$ cat src/rtl/ark_pkg.sv
package ark_pkg;

    typedef enum logic [2:0] {
        ARK_OFF  = 3'd0,
        ARK_PASS = 3'd1,
        ARK_MUTE = 3'd2,
        ARK_RISE = 3'd3,
        ARK_FALL = 3'd4
    } ark_state_e;

endpackage

$ cat src/rtl/ark_prescaler.sv
module ark_prescaler #(
    parameter int DIV = 4
) (
    input  logic clk,
    input  logic rst_n,
    input  logic clr,
    output logic tick
);
    localparam int PW = (DIV > 1) ? $clog2(DIV) : 1;
    localparam logic [PW-1:0] LAST = PW'(DIV - 1);

    logic [PW-1:0] ph_q;

    always_ff @(posedge clk or negedge rst_n) begin
        if (!rst_n)
            ph_q <= '0;
        else if (clr)
            ph_q <= '0;
        else if (ph_q == LAST)
            ph_q <= '0;
        else
            ph_q <= ph_q + PW'(1);
    end

    assign tick = !clr && (ph_q == LAST);


    tick_gap_chk: assert property (@(posedge clk) disable iff (!rst_n)
        tick |=> !tick);

endmodule

$ cat src/rtl/ark_interval_timer.sv
module ark_interval_timer #(
    parameter int CW = 16
) (
    input  logic          clk,
    input  logic          rst_n,
    input  logic          clr,
    input  logic          tick,
    input  logic [CW-1:0] rate,
    output logic          step
);
    logic [CW-1:0] lim;
    logic [CW-1:0] cnt_q;
    logic          wrap;

    assign lim  = (rate == '0) ? CW'(1) : rate;
    assign wrap = (cnt_q == lim - CW'(1));

    always_ff @(posedge clk or negedge rst_n) begin
        if (!rst_n)
            cnt_q <= '0;
        else if (clr)
            cnt_q <= '0;
        else if (tick)
            cnt_q <= wrap ? '0 : cnt_q + CW'(1);
    end

    assign step = tick && wrap;


    cnt_range_chk: assert property (@(posedge clk) disable iff (!rst_n)
        cnt_q < lim);


    clr_idle_chk: assert property (@(posedge clk) disable iff (!rst_n)
        clr |=> cnt_q == '0);

endmodule

$ cat src/rtl/ark_ramp_stepper.sv
module ark_ramp_stepper #(
    parameter int AW = 14,
    parameter int SW = 2
) (
    input  logic          clk,
    input  logic          rst_n,
    input  logic          active,
    input  logic          rising,
    input  logic          step,
    input  logic [SW-1:0] code,
    input  logic [AW-1:0] ceiling,
    output logic [AW-1:0] ramp
);
    logic [AW:0]   inc;
    logic [AW:0]   cur_ext;
    logic [AW:0]   ceil_ext;
    logic [AW:0]   up_val;
    logic [AW:0]   dn_val;
    logic [AW:0]   cand;
    logic [AW-1:0] ramp_nxt;
    logic [AW-1:0] ramp_q;

    assign inc      = (AW + 1)'(1) << code;
    assign cur_ext  = {1'b0, ramp_q};
    assign ceil_ext = {1'b0, ceiling};
    assign up_val   = cur_ext + inc;
    assign dn_val   = (cur_ext > inc) ? cur_ext - inc : '0;

    always_comb begin
        if (step)
            cand = rising ? up_val : dn_val;
        else
            cand = cur_ext;
        if (!active)
            ramp_nxt = '0;
        else if (cand > ceil_ext)
            ramp_nxt = ceiling;
        else
            ramp_nxt = cand[AW-1:0];
    end

    always_ff @(posedge clk or negedge rst_n) begin
        if (!rst_n)
            ramp_q <= '0;
        else
            ramp_q <= ramp_nxt;
    end

    assign ramp = ramp_q;


    ceil_hold_chk: assert property (@(posedge clk) disable iff (!rst_n)
        active && $past(active) && $stable(ceiling) |-> ramp_q <= ceiling);


    idle_clear_chk: assert property (@(posedge clk) disable iff (!rst_n)
        !active |=> ramp_q == '0);


    no_step_hold_chk: assert property (@(posedge clk) disable iff (!rst_n)
        active && !step && ramp_q <= ceiling |=> ramp_q == $past(ramp_q) || !$past(active));

endmodule

$ cat src/rtl/ark_ctrl.sv
module ark_ctrl #(
    parameter int AMP_W = 14,
    parameter int RATE_W = 16,
    parameter int CODE_W = 2,
    parameter int PRE_DIV = 4
) (
    input  logic                               clk,
    input  logic                               rst_n,
    input  logic [RATE_W+AMP_W+CODE_W-1:0]     cfg_data,
    input  logic                               cfg_load,
    input  logic                               en,
    input  logic                               auto_sel,
    input  logic                               ext_gate,
    input  logic                               key_in,
    output logic [AMP_W-1:0]                   amp_out
);
    import ark_pkg::*;

    localparam int REG_W   = RATE_W + AMP_W + CODE_W;
    localparam int CODE_LO = 0;
    localparam int SF_LO   = CODE_W;
    localparam int SF_HI   = SF_LO + AMP_W - 1;
    localparam int RATE_LO = SF_HI + 1;
    localparam int RATE_HI = REG_W - 1;

    logic [REG_W-1:0]  cfg_q;
    logic [RATE_W-1:0] rate_q;
    logic [AMP_W-1:0]  scale_q;
    logic [CODE_W-1:0] code_q;

    ark_state_e state_q, state_nxt;
    logic run, rising, tmr_clr, pre_tick, step;
    logic [AMP_W-1:0] ramp;

    // parameter register
    always_ff @(posedge clk or negedge rst_n) begin
        if (!rst_n)
            cfg_q <= '0;
        else if (cfg_load)
            cfg_q <= cfg_data;
    end

    assign rate_q  = cfg_q[RATE_HI:RATE_LO];
    assign scale_q = cfg_q[SF_HI:SF_LO];
    assign code_q  = cfg_q[CODE_LO +: CODE_W];

    // next-state selection
    always_comb begin
        if (!en)
            state_nxt = ARK_OFF;
        else if (!auto_sel)
            state_nxt = (ext_gate && !key_in) ? ARK_MUTE : ARK_PASS;
        else
            state_nxt = key_in ? ARK_RISE : ARK_FALL;
    end

    // state register
    always_ff @(posedge clk or negedge rst_n) begin
        if (!rst_n)
            state_q <= ARK_OFF;
        else
            state_q <= state_nxt;
    end

    assign run     = (state_q == ARK_RISE) || (state_q == ARK_FALL);
    assign rising  = (state_q == ARK_RISE);
    assign tmr_clr = cfg_load || !run;

    ark_prescaler #(.DIV(PRE_DIV)) u_pre (
        .clk   (clk),
        .rst_n (rst_n),
        .clr   (tmr_clr),
        .tick  (pre_tick)
    );

    ark_interval_timer #(.CW(RATE_W)) u_tmr (
        .clk   (clk),
        .rst_n (rst_n),
        .clr   (tmr_clr),
        .tick  (pre_tick),
        .rate  (rate_q),
        .step  (step)
    );

    ark_ramp_stepper #(.AW(AMP_W), .SW(CODE_W)) u_step (
        .clk     (clk),
        .rst_n   (rst_n),
        .active  (run),
        .rising  (rising),
        .step    (step),
        .code    (code_q),
        .ceiling (scale_q),
        .ramp    (ramp)
    );

    // output process
    always_comb begin
        unique case (state_q)
            ARK_OFF:  amp_out = '0;
            ARK_MUTE: amp_out = '0;
            ARK_PASS: amp_out = scale_q;
            ARK_RISE,
            ARK_FALL: amp_out = (ramp > scale_q) ? scale_q : ramp;
            default:  amp_out = '0;
        endcase
    end


    off_zero_chk: assert property (@(posedge clk) disable iff (!rst_n)
        !en |=> amp_out == '0);


    mute_gate_chk: assert property (@(posedge clk) disable iff (!rst_n)
        en && !auto_sel && ext_gate && !key_in |=> amp_out == '0);


    load_apply_chk: assert property (@(posedge clk) disable iff (!rst_n)
        cfg_load |=> scale_q == $past(cfg_data[SF_HI:SF_LO]));


    pass_level_chk: assert property (@(posedge clk) disable iff (!rst_n)
        en && !auto_sel && !ext_gate && !cfg_load |=> amp_out == $past(scale_q));

endmodule

$ cat config.mk
export PLATFORM = sky130hd
export DESIGN_NAME = ark_ctrl
export DESIGN_NICKNAME = d
export VERILOG_FILES = /design/src/rtl/ark_pkg.sv /design/src/rtl/ark_prescaler.sv /design/src/rtl/ark_interval_timer.sv /design/src/rtl/ark_ramp_stepper.sv /design/src/rtl/ark_ctrl.sv
export SDC_FILE = /design/constraint.sdc
export NUM_CORES = 1
export LEC_CHECK = 0
export BUFFER_PORTS_ARGS = -buffer_cell sky130_fd_sc_hd__clkbuf_2
export CAP_MARGIN = 10
export CORE_MARGIN = 2
export CORE_UTILIZATION = 25
export DETAILED_ROUTE_END_ITERATION = 7
export GPL_TIMING_DRIVEN = 0
export SLEW_MARGIN = 20
export SYNTH_ARGS = -nofsm -noshare
export SYNTH_HDL_FRONTEND = slang
export SYNTH_SLANG_ARGS = --single-unit
$ cat constraint.sdc
create_clock -name clk -period 6.6 [get_ports clk]
set_input_delay 1.32 -clock clk [delete_from_list [all_inputs] [get_ports clk]]
set_output_delay 1.32 -clock clk [all_outputs]
set_load 0.05 [all_outputs]
==> results of run 1 <==
## metrics by stage
| stage | cell area (um2) | utilization |
|---|---|---|
| after floorplan | 5380 | - |
| after global placement | 5980 | 0.284 |
| after detailed placement | 6010 | 0.285 |
| after CTS | 6330 | 0.300 |
| after global routing | 6340 | 0.301 |
| final | 6340 | 0.301 |
## worst max path at each step
stage | startpoint | endpoint | slack [ps] | cells past startpoint
detailed placement | cfg_q[16] | u_step.ramp[9] | -120 | 23
finish | cfg_q[16] | u_step.ramp[9] | 450 | 22
floorplan | cfg_q[16] | u_step.ramp[3] | 930 | 23
global route | cfg_q[25] | u_step.ramp[9] | 80 | 23
global placement | cfg_q[16] | u_step.ramp[9] | -100 | 23
CTS | cfg_q[16] | u_step.ramp[9] | 130 | 22
## cell usage after synthesis (3+ instances only)
library cell | n | area, um2
clkbuf_1 | 20 | 75.1
or4_1 | 3 | 22.5
buf_2 | 4 | 20.0
o211a_1 | 4 | 40.0
xnor2_1 | 11 | 96.3
a21o_1 | 8 | 60.1
dfrtp_1 | 67 | 1680
inv_1 | 44 | 165
and3_1 | 9 | 56.3
o21ai_0 | 40 | 200
nor3b_1 | 3 | 22.5
a21boi_0 | 3 | 22.5
nand4_1 | 9 | 56.3
o31a_1 | 3 | 26.3
nor2b_1 | 5 | 31.3
ha_1 | 39 | 488
or3_1 | 4 | 25.0
nor4_1 | 8 | 50.1
nor2_1 | 30 | 113
or2_2 | 5 | 31.3
a31oi_1 | 22 | 138
a211oi_1 | 9 | 67.6
o2bb2ai_1 | 3 | 26.3
and2_1 | 9 | 56.3
o21a_1 | 8 | 60.1
o221ai_1 | 3 | 26.3
nand2b_1 | 16 | 100
o211ai_1 | 4 | 30.0
mux2_2 | 20 | 225
nand3_1 | 20 | 100
nor3_1 | 21 | 105
a211oi_2 | 7 | 87.6
nand2_1 | 48 | 180
a21oi_1 | 37 | 185
a22o_1 | 20 | 175
xor2_1 | 9 | 78.8
## metal layers
metal | global-route usage | wire length (um) | up-vias
met5 | 0 | 0 | -
met2 | 0.218 | 7000 | 129
met1 | 0.200 | 7530 | 2356
met4 | 0.0495 | 315 | 0
met3 | 0.0191 | 584 | 24
li1 | - | - | 2432
## layout by cell type, fill, tap and decap left out, types with 4 or more instances in the layout
master,n
a31oi_1,22
xor2_1,9
o211a_1,4
or2_2,5
clkbuf_16,9
a22o_1,20
nand3_1,20
nor2b_1,5
a211oi_1,9
a21oi_1,37
a211oi_2,7
a21o_1,8
buf_4,4
and2_1,9
o21ai_0,40
nand2_1,48
inv_1,44
clkbuf_2,52
xnor2_1,11
buf_2,4
nand2b_1,16
o21a_1,8
o211ai_1,4
clkbuf_1,19
and3_1,9
nor3_1,20
or3_1,4
nor2_1,30
dfrtp_1,67
nand4_1,9
ha_1,39
mux2_2,20
nor4_1,8
## logic make-up after synthesis
kind of cell	Yosys count	share of synthesized area
adder cells (fa/ha/maj)	41	0.0981
AO/OA/AOI/OAI	193	0.248
flip-flops	67	0.312
XOR/XNOR	20	0.0326
multiplexers	22	0.0456
buffers and inverters	74	0.0567
AND/OR/NAND/NOR	205	0.207
## report_power, final
group / total (mW) / internal, mW / switching, mW
combinational: 0.226 / 0.0890 / 0.137
clock: 0.493 / 0.294 / 0.199
sequential: 0.455 / 0.431 / 0.0246
total: 1.17 / 0.814 / 0.360
## repair_timing
| action | CTS | global route |
|---|---|---|
| endpoints found under the setup margin | 10 | 10 |
| gates resized for setup | 0 | 4 |
| setup buffers | 2 | 0 |
| pin swaps | 1 | 0 |
## state kept, by name, indices dropped and copies added (netlist names)
name / flops
state_q: 3
u_tmr.cnt_q: 16
cfg_q: 32
u_step.ramp: 14
u_pre.ph_q: 2
## cell type report
cell class	count	area (um2)
fillers	2282	14700
multi-input cells	481	3400
flip-flops and latches	67	1680
well taps	275	344
repair buffers	55	305
clock buffers	9	225
inverters	44	165
plain buffers	30	141
clock inverters	7	76.3
==> summary by stage, run 1 <==
Synthesis
The number of enable-type register cells in the synthesized netlist is 0. The cell area after synthesis is 5380 um2. The count of mapped cells out of synthesis is 622. The most instantiated flip-flop cell in the synthesis netlist is dfrtp_1. Of all flip-flops after synthesis, the portion carrying an async set or reset was 1.00. In this run the mean area of a mapped cell was 8.65 um2. The count of synthesis-stage warnings from yosys is 0. The net count after synthesis is 702. Counting flops and latches in the post-synthesis netlist gives 67. The sequential fraction of the synthesis area is 0.312. Counting distinct cell types in the post-synthesis netlist gives 70.

Job
The number of max-capacitance violations reported is 0.

Placed design
After legalization and detailed placement, the total HPWL measured 12000 um. The post-placement worst setup slack is -120 ps. Input and output buffers added on the ports amount to 52. The placer's final routability congestion estimate is 0.919.

The count of placed standard cells including taps is 950.

CTS
The cell at the root of the clock tree is clkbuf_16. Clock tree synthesis inserted a total of 9 buffers. Clock tree synthesis found a total of 67 sinks. The longest clock path from root to sink contains 2 buffers. The H-tree depth is 3. TritonCTS built the clock tree. The clock-pin slew on the worst setup and hold paths is 60 ps. The clock reaches the later pin of the worst-skew pair after 340 ps.

After clock tree synthesis, the flow added hold-fix buffers numbering 0.

Finish
In the final design database the tool counted 768 nets. In the final layout, the share of cells above drive strength 1 is 0.182. The repair_antennas step left the layout with diodes totalling 0. The layout-stage area growth over the synthesis result is 17.8%. The number of standard cells in the layout, taps in and fillers out is 968.

Floorplan
In this run the count of I/O pins placed on the die edge is 53. The full die area is 22700 um2. The effective utilization at floorplan is 0.255. The floorplan has 53 rows.

The core outline area is 21100 um2. The floorplan step set the die height to 151 um. The overall die width is 151 um.

Critical path
On the critical path, the stage with the largest delay is an instance of or4_2. The largest single stage delay on the critical path is 730 ps. The buffer and inverter count on the worst path is 2. The worst setup path is captured at a flop. The worst-case register-to-register setup slack is 450 ps. The kind of launch point of the worst setup path is a flop. In this run the worst path has a maximum fanout of 10. The classification of the worst setup path is reg2reg. The critical path data required time is 6780 ps. The startpoint identified for the worst register-to-register timing path is cfg_q[16]. Data arrives at the worst endpoint at 6320 ps. The critical path's top delay family is simple AND/OR/NAND/NOR gates. The end of the worst register-to-register path is u_step.ramp[9]. The critical path goes through or4_2 -> nor3_2 -> a21oi_1 -> ha_1 -> or3b_1 -> buf_2 -> nor4_1 -> or4_4 -> a2111o_1 -> nor4b_4 -> nand2_1 -> o21ai_0 -> a21bo_2 -> ha_1 -> nand3_1 -> nor2_1 -> nand2_1 -> a2111oi_1 -> o21ai_0 -> clkbuf_2 -> a21oi_1 -> a211oi_1. The number of cells on the worst reg-to-reg path is 22.

Route
The wire length after detailed routing is 15400 um. Dividing the detail-routed wire length by the instance count gives 15.9 um. The count of vias placed by the detailed router is 4941.

The count of antenna-violating nets left after detailed routing is 0. Using the TritonRoute via totals, the vias-per-cell ratio works out to 5.10. The pre-antenna-repair detailed-routing pass consisted of 5 iterations. The number of DRC markers in iteration 0 is 308.

After detailed routing, the number of remaining DRC violations is 0.

STA
The count of endpoints failing hold in the final timing report is 0. Headroom to the max-slew limit came out at 0.497. The final-layout worst hold slack is 440 ps. Of the available clock period, the critical path in the final layout requires 0.931.

In the final timing run, aggregate negative setup slack is 0 ps. The worst path meets setup with 454 ps of slack. The final count of pins violating max slew was 0.

The number of setup violations in the final report is 0. Clock skew on the completed layout was measured at 6.98 ps. The peak clock frequency supported by timing is 163 MHz. Setup repair after global routing left no endpoint under its margin. At the pin with the least slew margin, the transition time is 755 ps. The worst path in the final design needs a cycle of 6150 ps, including I/O delays and setup.

Worst hold path
The kind of path behind the tightest hold check is reg2reg. For hold timing, the worst endpoint is u_pre.ph_q[0]. In this run the most critical hold path is launched from u_pre.ph_q[0]. The number of cells on the worst hold path is 1.

Outcome
The run finished with clean final reports.

Global route
The global-route usage over all layers is 0.141. The wire length of the first global-routing pass is 25200 um. Global routing finished with a remaining overflow of 0. The via count of the first global-routing pass is 4743. The maximum number of pins on one net before global-route repair is 46. The initial antenna violation count is 0.

Power and ir drop
The cell leakage power is 2.89 nW. After layout, the design draws a total of 1.17 mW. Power spread over the standard cell area amounts to 185 nW/um2. The worst vdd rail ir drop is 0.123 mV.
Note: power is estimated with default switching activity, not from simulation.
==> inputs of run 2 (changes only) <==
--- a/config.mk
+++ b/config.mk
@@ -7,10 +7,12 @@
 export LEC_CHECK = 0
 export BUFFER_PORTS_ARGS = -buffer_cell sky130_fd_sc_hd__clkbuf_2
 export CAP_MARGIN = 10
+export CORE_ASPECT_RATIO = 0.8
 export CORE_MARGIN = 2
 export CORE_UTILIZATION = 25
 export DETAILED_ROUTE_END_ITERATION = 7
 export GPL_TIMING_DRIVEN = 0
+export SKIP_LAST_GASP = 1
 export SLEW_MARGIN = 20
 export SYNTH_ARGS = -nofsm -noshare
 export SYNTH_HDL_FRONTEND = slang
==> summary by stage, run 2 (synthesized netlist as in run 1, its figures left out) <==
Placed design
The placer's final routability congestion estimate is 0.886. Before CTS, the worst setup slack after placement is -129 ps. The detailed placer's ending HPWL is 12000 um. Once placement completed, the tool counted placed cells totaling 944. Buffers placed on the I/O ports in this run total 52.

Worst hold path
The launch point of the worst hold path is u_pre.ph_q[0]. In this run the worst hold path is classified as reg2reg.

Power and ir drop
Power spread over the standard cell area amounts to 193 nW/um2. The worst vdd rail ir drop is 0.156 mV. The power spent charging and discharging nets is 0.355 mW. The share of total power dissipated in the clock network is 0.443. The internal portion of total power is 0.873 mW. The share of total power dissipated in sequential elements is 0.371. Of the total power, the share spent switching nets is 0.289.

Summed over all cells, the static leakage comes to 2.91 nW. The share of power burned in combinational logic is 0.187.

Route
Summed over all layers, the routed wires come to 15500 um. The count of antenna-violating nets left after detailed routing is 0. Dividing the detail-routed wire length by the instance count gives 16.1 um. The detailed router placed 5032 vias in this run. In the routed layout, each cell is associated on average with a via count of 5.24. For this run, design rule violations remaining after detail routing come to 0. For this run, the detailed router's first-pass iteration total came to 5. The number of DRC markers in iteration 0 is 436.

Critical path
Of all nets on the critical path, the largest fanout is 10. Data arrives at the worst endpoint at 6530 ps. Tracing the worst setup path back leads to its startpoint at cfg_q[16]. The slowest stage of the critical path belongs to the cell or4_2. The startpoint identified for the worst register-to-register timing path is cfg_q[16]. STA classifies the critical path endpoint as a flop. The peak per-stage delay on the critical path is 750 ps. By startpoint and endpoint, the worst setup path is classified as reg2reg. In this design, the largest share of critical-path delay is due to simple AND/OR/NAND/NOR gates.

Traced cell by cell, the critical path runs through or4_2 -> nor3_2 -> a21oi_1 -> ha_1 -> or3b_1 -> buf_2 -> nor4_1 -> or4_4 -> a2111o_1 -> nor4b_4 -> nand2_1 -> o21ai_0 -> a21bo_2 -> ha_1 -> nand3_1 -> nor2_1 -> nand2_1 -> a2111oi_0 -> o21ai_0 -> clkbuf_2 -> a21oi_1 -> a211oi_2. Counting both buffers and inverters, the worst setup path holds a total of 2. For the worst setup path, the data required time is 6790 ps.

The kind of launch point of the worst setup path is a flop.

STA
In the finished design, the share of the clock period the worst path needs comes to 0.959. The setup slack of the critical path after layout is 268 ps. At the pin with the least slew margin, the transition time is 735 ps. The tightest hold path in the finished design has a slack of 457 ps.

The peak clock frequency supported by timing is 158 MHz. The clock arrives with 6.92 ps of skew. The count of endpoints failing hold in the final timing report is 0. The final count of pins violating max slew is 0. The number of setup violations in the final report is 0. The final period demand of the worst path is 6330 ps.

Setup repair after global routing left no endpoint under its margin. The headroom to the max-slew limit is 0.506.

CTS
After clock tree synthesis, the clock-pin slew on the worst setup and hold paths is 60 ps. The worst-case clock buffer depth is 2. The cell at the root of the clock tree is clkbuf_16. The H-tree depth is 3. TritonCTS built the clock tree. The total number of clock tree sinks is 67.

Buffers inserted to repair hold after CTS numbered 0. Clock latency on the worst-skew pair, taken at its later pin, is 350 ps. The number of clock buffers inserted by TritonCTS is 9.

Finish
The count of cells in the finished layout, fillers not included, comes to 961. Summing all flip-flop and latch instances after layout gives 1680 um2. The multi-input gate area in the final layout is 3400 um2. From synthesis to final layout, the design area changed by 18.1%. Of the cells placed in the final design, the portion with a size suffix greater than 1 is 0.181.

The antenna diode count is 0. The filler cells instantiated in the layout total 2190. In the layout the commonest cells are dfrtp_1, clkbuf_2, nand2_1, inv_1, o21ai_0. The register with the most flip-flops in the layout has 32 of them.

The total number of nets in the final design is 767. cfg_q holds more flip-flops than any other register. Leaving out fill and tap cells, the most frequent cell in the layout is dfrtp_1.

Floorplan
The overall die width is 168 um. For this design the top-level I/O count stands at 53. The initial utilization of the core area, before any placement, comes to 0.258.

The core outline area is 20900 um2. Row generation in the floorplan step produced 47 rows. The floorplan step set the die height to 135 um.

The full die area is 22700 um2.

Global route
For this run the aggregate overflow at the end of global routing stands at 0. The via count of the first global-routing pass came to 4722. The initial antenna violation count is 0. Entering global routing, the biggest net connects 44 pins. The global-route usage over all layers is 0.142. The first global-routing pass estimated 25400 um of wire.

Outcome
The run finished with clean final reports.

Job
The tool flagged a number of max-cap violations equal to 0.
## run 2: metrics by stage
stage               TNS (ps)  instance area, um2  utilization  power [mW]
finish                     0                6360        0.304        1.23
global route               0                6360        0.304        1.29
CTS                        0                6340        0.304        1.24
detailed placement      -704                6010        0.288       0.688
global placement        -106                5980        0.286       0.682
floorplan                  0                5380            -       0.614
## run 2: path summary, 6_finish.rpt
kind	slack, ps	cells after the start	to
setup / recovery	270	22	u_step.ramp[11]
hold / removal	460	1	u_pre.ph_q[0]
setup reg to reg	270	22	u_step.ramp[11]
hold reg to reg	460	1	u_pre.ph_q[0]
max in group asynchronous	5140	2	u_step.ramp[12]
min in group asynchronous	920	1	cfg_q[18]
## run 2: what timing repair did
action / in CTS / in global routing
endpoints found under the setup margin: 10 / 14
resized for setup: 1 / 1
pin swaps: 0 / 1
buffers inserted: 0 / 1
## run 2: metal layers
| metal | track usage | wire [um] |
|---|---|---|
| met1 | 0.218 | 8140 |
| met5 | 0 | 0 |
| met2 | 0.200 | 6150 |
| met3 | 0.0283 | 961 |
| met4 | 0.0396 | 222 |
## run 2: layout make-up
type	instances	share of cell area
clock buffer	11	0.0398
clock inverter	5	0.0130
sequential	67	0.264
inverter	44	0.0260
tap	269	0.0530
multi-input combinational	481	0.535
timing repair buffer	54	0.0469
buffer	30	0.0222
## run 2: power groups by stage
stage          clock [mW]  combinational (mW)  sequential [mW]
6_report            0.543               0.229            0.455
5_1_grt             0.575               0.255            0.459
4_1_cts             0.555               0.228            0.455
3_5_place_dp            0               0.226            0.462
3_3_place_gp            0               0.221            0.461
2_1_floorplan           0               0.159            0.455
==> inputs of run 3 (changes only) <==
==> constraint.sdc (replaced) <==
create_clock -name clk -period 7.2 [get_ports clk]
set_input_delay 1.44 -clock clk [delete_from_list [all_inputs] [get_ports clk]]
set_output_delay 1.44 -clock clk [all_outputs]
set_load 0.05 [all_outputs]
==> summary by stage, run 3 (synthesized netlist as in run 1, its figures left out) <==
Outcome
The flow ran to the end, and the final reports show no timing, DRC or antenna violations.

Finish
The layout has 2192 filler cells. The layout-stage area growth over the synthesis result is 18.0%. 0 antenna diodes ended up in the layout. The proportion of layout cells with a drive suffix above 1 is 0.178. The register containing the most flip-flops in the final layout is cfg_q.

The number of standard cells in the layout, taps in and fillers out is 960. The register with the most flip-flops in the layout has 32 of them. The final layout contains 766 nets. In the layout the commonest cells are dfrtp_1, clkbuf_2, nand2_1, inv_1, o21ai_0. Leaving out fill and tap cells, the most frequent cell in the layout is dfrtp_1.

Measured on the finished design, the core utilization comes to 0.304.

CTS
The clock tree from TritonCTS is built. The number of clock buffers inserted by TritonCTS is 9. After clock tree synthesis, the clock-pin slew on the worst setup and hold paths is 60 ps. The total of hold buffers inserted after clock tree synthesis is 0.

The H-tree generated during clock tree synthesis spans 3 levels. The clock latency of the later-clocked register in the worst-skew pair is 350 ps. The worst-case clock buffer depth is 2. The total number of clock tree sinks is 67.

The root buffer cell chosen for the clock tree is clkbuf_16.

STA
The sum of negative setup slack is 0 ps. Setup violations remaining at the end of the flow were counted as 0. The final cycle utilization of the critical path is 0.926. Across all hold checks on the routed design, the worst slack comes to 454 ps. For the final database, setup skew stands at 8.64 ps. For the pin with the worst max-slew slack, the measured transition is 765 ps. Setup repair after global routing left no endpoint under its margin. The final period demand of the worst path is 6670 ps.

The count of endpoints failing hold in the final timing report was 0. Derived from the worst setup path, the maximum achievable clock frequency is 150 MHz. The final count of pins violating max slew is 0.

In this run the tightest slew margin relative to its limit is 0.486.

Power and ir drop
Internal power comes to 0.800 mW. The overall power after layout is 1.13 mW. The clock group share of total power is 0.443.

The worst vdd rail ir drop is 0.142 mV. The power per standard cell area is 178 nW/um2. In this run the static leakage power is 2.90 nW.

The share of total power dissipated in combinational logic is 0.187. Of the total power, registers draw 0.370. Of the total power, the share spent switching nets is 0.290.

The power spent charging and discharging nets is 0.326 mW.

Placed design
The detailed placer's ending HPWL is 12000 um. The placer's final routability congestion estimate is 0.886. Counting tap cells, the placed design contains a total of 944 instances. Input and output buffers added on the ports amount to 52.

Floorplan
The cell row count is 47. The die covers 22700 um2. The region available for standard cell placement spans 20900 um2. The die is 168 um wide. The initial utilization of the core area, before any placement, comes to 0.258.

The floorplan step set the die height to 135 um. The number of I/O pins is 53.

Critical path
The arrival time at the worst endpoint is 6930 ps. Along the worst path, the maximum fanout reaches 10. The kind of launch point of the worst setup path is a flop. The worst register-to-register path has a depth of 23. For this run, the slowest stage of the critical path takes 750 ps. The critical path's top delay family is simple AND/OR/NAND/NOR gates. The worst setup path is captured at a flop. At the worst endpoint, the required time is 7460 ps. The number of buffers and inverters on the critical path is 3. The worst register-to-register path begins at cfg_q[16]. For flop-to-flop paths, the worst setup slack is 530 ps. The end of the worst register-to-register path is u_step.ramp[11].

Among all stages on the critical path, the largest delay is contributed by or4_2. The classification of the worst setup path is reg2reg. The signal on the critical path passes through or4_2 -> nor3_2 -> a21oi_1 -> ha_1 -> or3b_1 -> buf_2 -> nor4_1 -> or3b_2 -> and2_1 -> nor4_4 -> and2_1 -> mux2_2 -> inv_1 -> ha_1 -> nor2b_1 -> o21a_1 -> o21a_1 -> o21ai_0 -> a2111oi_0 -> o21ai_0 -> clkbuf_1 -> a21oi_1 -> a211oi_2.

Global route
The initial antenna violation count came to 0. After global routing the overflow that remains totals 0. The global-route usage over all layers is 0.142. The via count of the first global-routing pass is 4722. The first global-routing pass estimated 25400 um of wire. The maximum number of pins on one net before global-route repair is 44.

Worst hold path
The launch point of the worst hold path is u_pre.ph_q[0]. The path class of the tightest hold or removal check is reg2reg. Along the worst hold path, the cell count comes to 1.

The path with the worst hold slack has its endpoint at u_pre.ph_q[0].

Route
Dividing the detail-routed via count by the number of cells gives 5.20. After detailed routing, the average wire length per cell comes to 16.1 um. In this run the top signal layer used is met4. The routed design has 15500 um of wire. After detailed routing, the met2 layer carries 6200 um of wire. For this block, the initial DRC count from the detailed router was 358. The number of iterations in the first detailed-routing pass is 5.

The count of vias placed by the detailed router is 4992. The count of antenna-violating nets left after detailed routing is 0. The wire length on met1 is 8220 um. Wire segments on met3 add up to 870 um in the final route. For this run, design rule violations remaining after detail routing come to 0.

Job
Across the run, the number of max-cap violations was 0.
## run 3: cell types whose count changed in the layout (fill, tap and decap cells not counted)
cell / delta
clkbuf_1: +1
clkbuf_2: -1
buf_4: -1
## run 3: per-stage QoR
| stage | worst slack (ps) | area [um2] |
|---|---|---|
| 2_1_floorplan | 1530 | 5380 |
| 3_3_place_gp | 549 | 5980 |
| 3_5_place_dp | 471 | 6010 |
| 4_1_cts | 447 | 6340 |
| 5_1_grt | 146 | 6350 |
| 6_report | 530 | 6350 |
## run 3: metal layers
layer  up-vias  global-route usage
met2       164               0.200
met3        15              0.0283
met5         -                   0
li1       2425                   -
met1      2388               0.218
met4         0              0.0396
## run 3: cell type report
class / instances / area (um2) / area share
multi-input combinational: 481 / 3400 / 0.536
sequential: 67 / 1680 / 0.264
tap: 269 / 337 / 0.0530
timing repair buffer: 53 / 290 / 0.0457
clock buffer: 11 / 253 / 0.0398
inverter: 44 / 165 / 0.0260
buffer: 30 / 140 / 0.0221
clock inverter: 5 / 82.6 / 0.0130
## run 3: timing repair
item,4_1_cts,5_1_grt
setup buffers,0,0
endpoints found under the setup margin,0,3
gates resized for setup,0,1
## run 3: worst max-delay path by stage
| stage | cells past startpoint | to | from |
|---|---|---|---|
| 3_3_place_gp | 23 | u_step.ramp[9] | cfg_q[16] |
| 5_1_grt | 23 | u_step.ramp[9] | cfg_q[16] |
| 2_1_floorplan | 23 | u_step.ramp[3] | cfg_q[16] |
| 4_1_cts | 23 | u_step.ramp[11] | cfg_q[16] |
| 6_report | 23 | u_step.ramp[11] | cfg_q[16] |
| 3_5_place_dp | 23 | u_step.ramp[11] | cfg_q[16] |
## run 3: power by group through the flow
stage | clock [mW] | sequential, mW | combinational, mW
6_report | 0.499 | 0.417 | 0.210
5_1_grt | 0.527 | 0.420 | 0.234
4_1_cts | 0.509 | 0.417 | 0.209
3_5_place_dp | 0 | 0.424 | 0.207
3_3_place_gp | 0 | 0.423 | 0.203
2_1_floorplan | 0 | 0.417 | 0.145
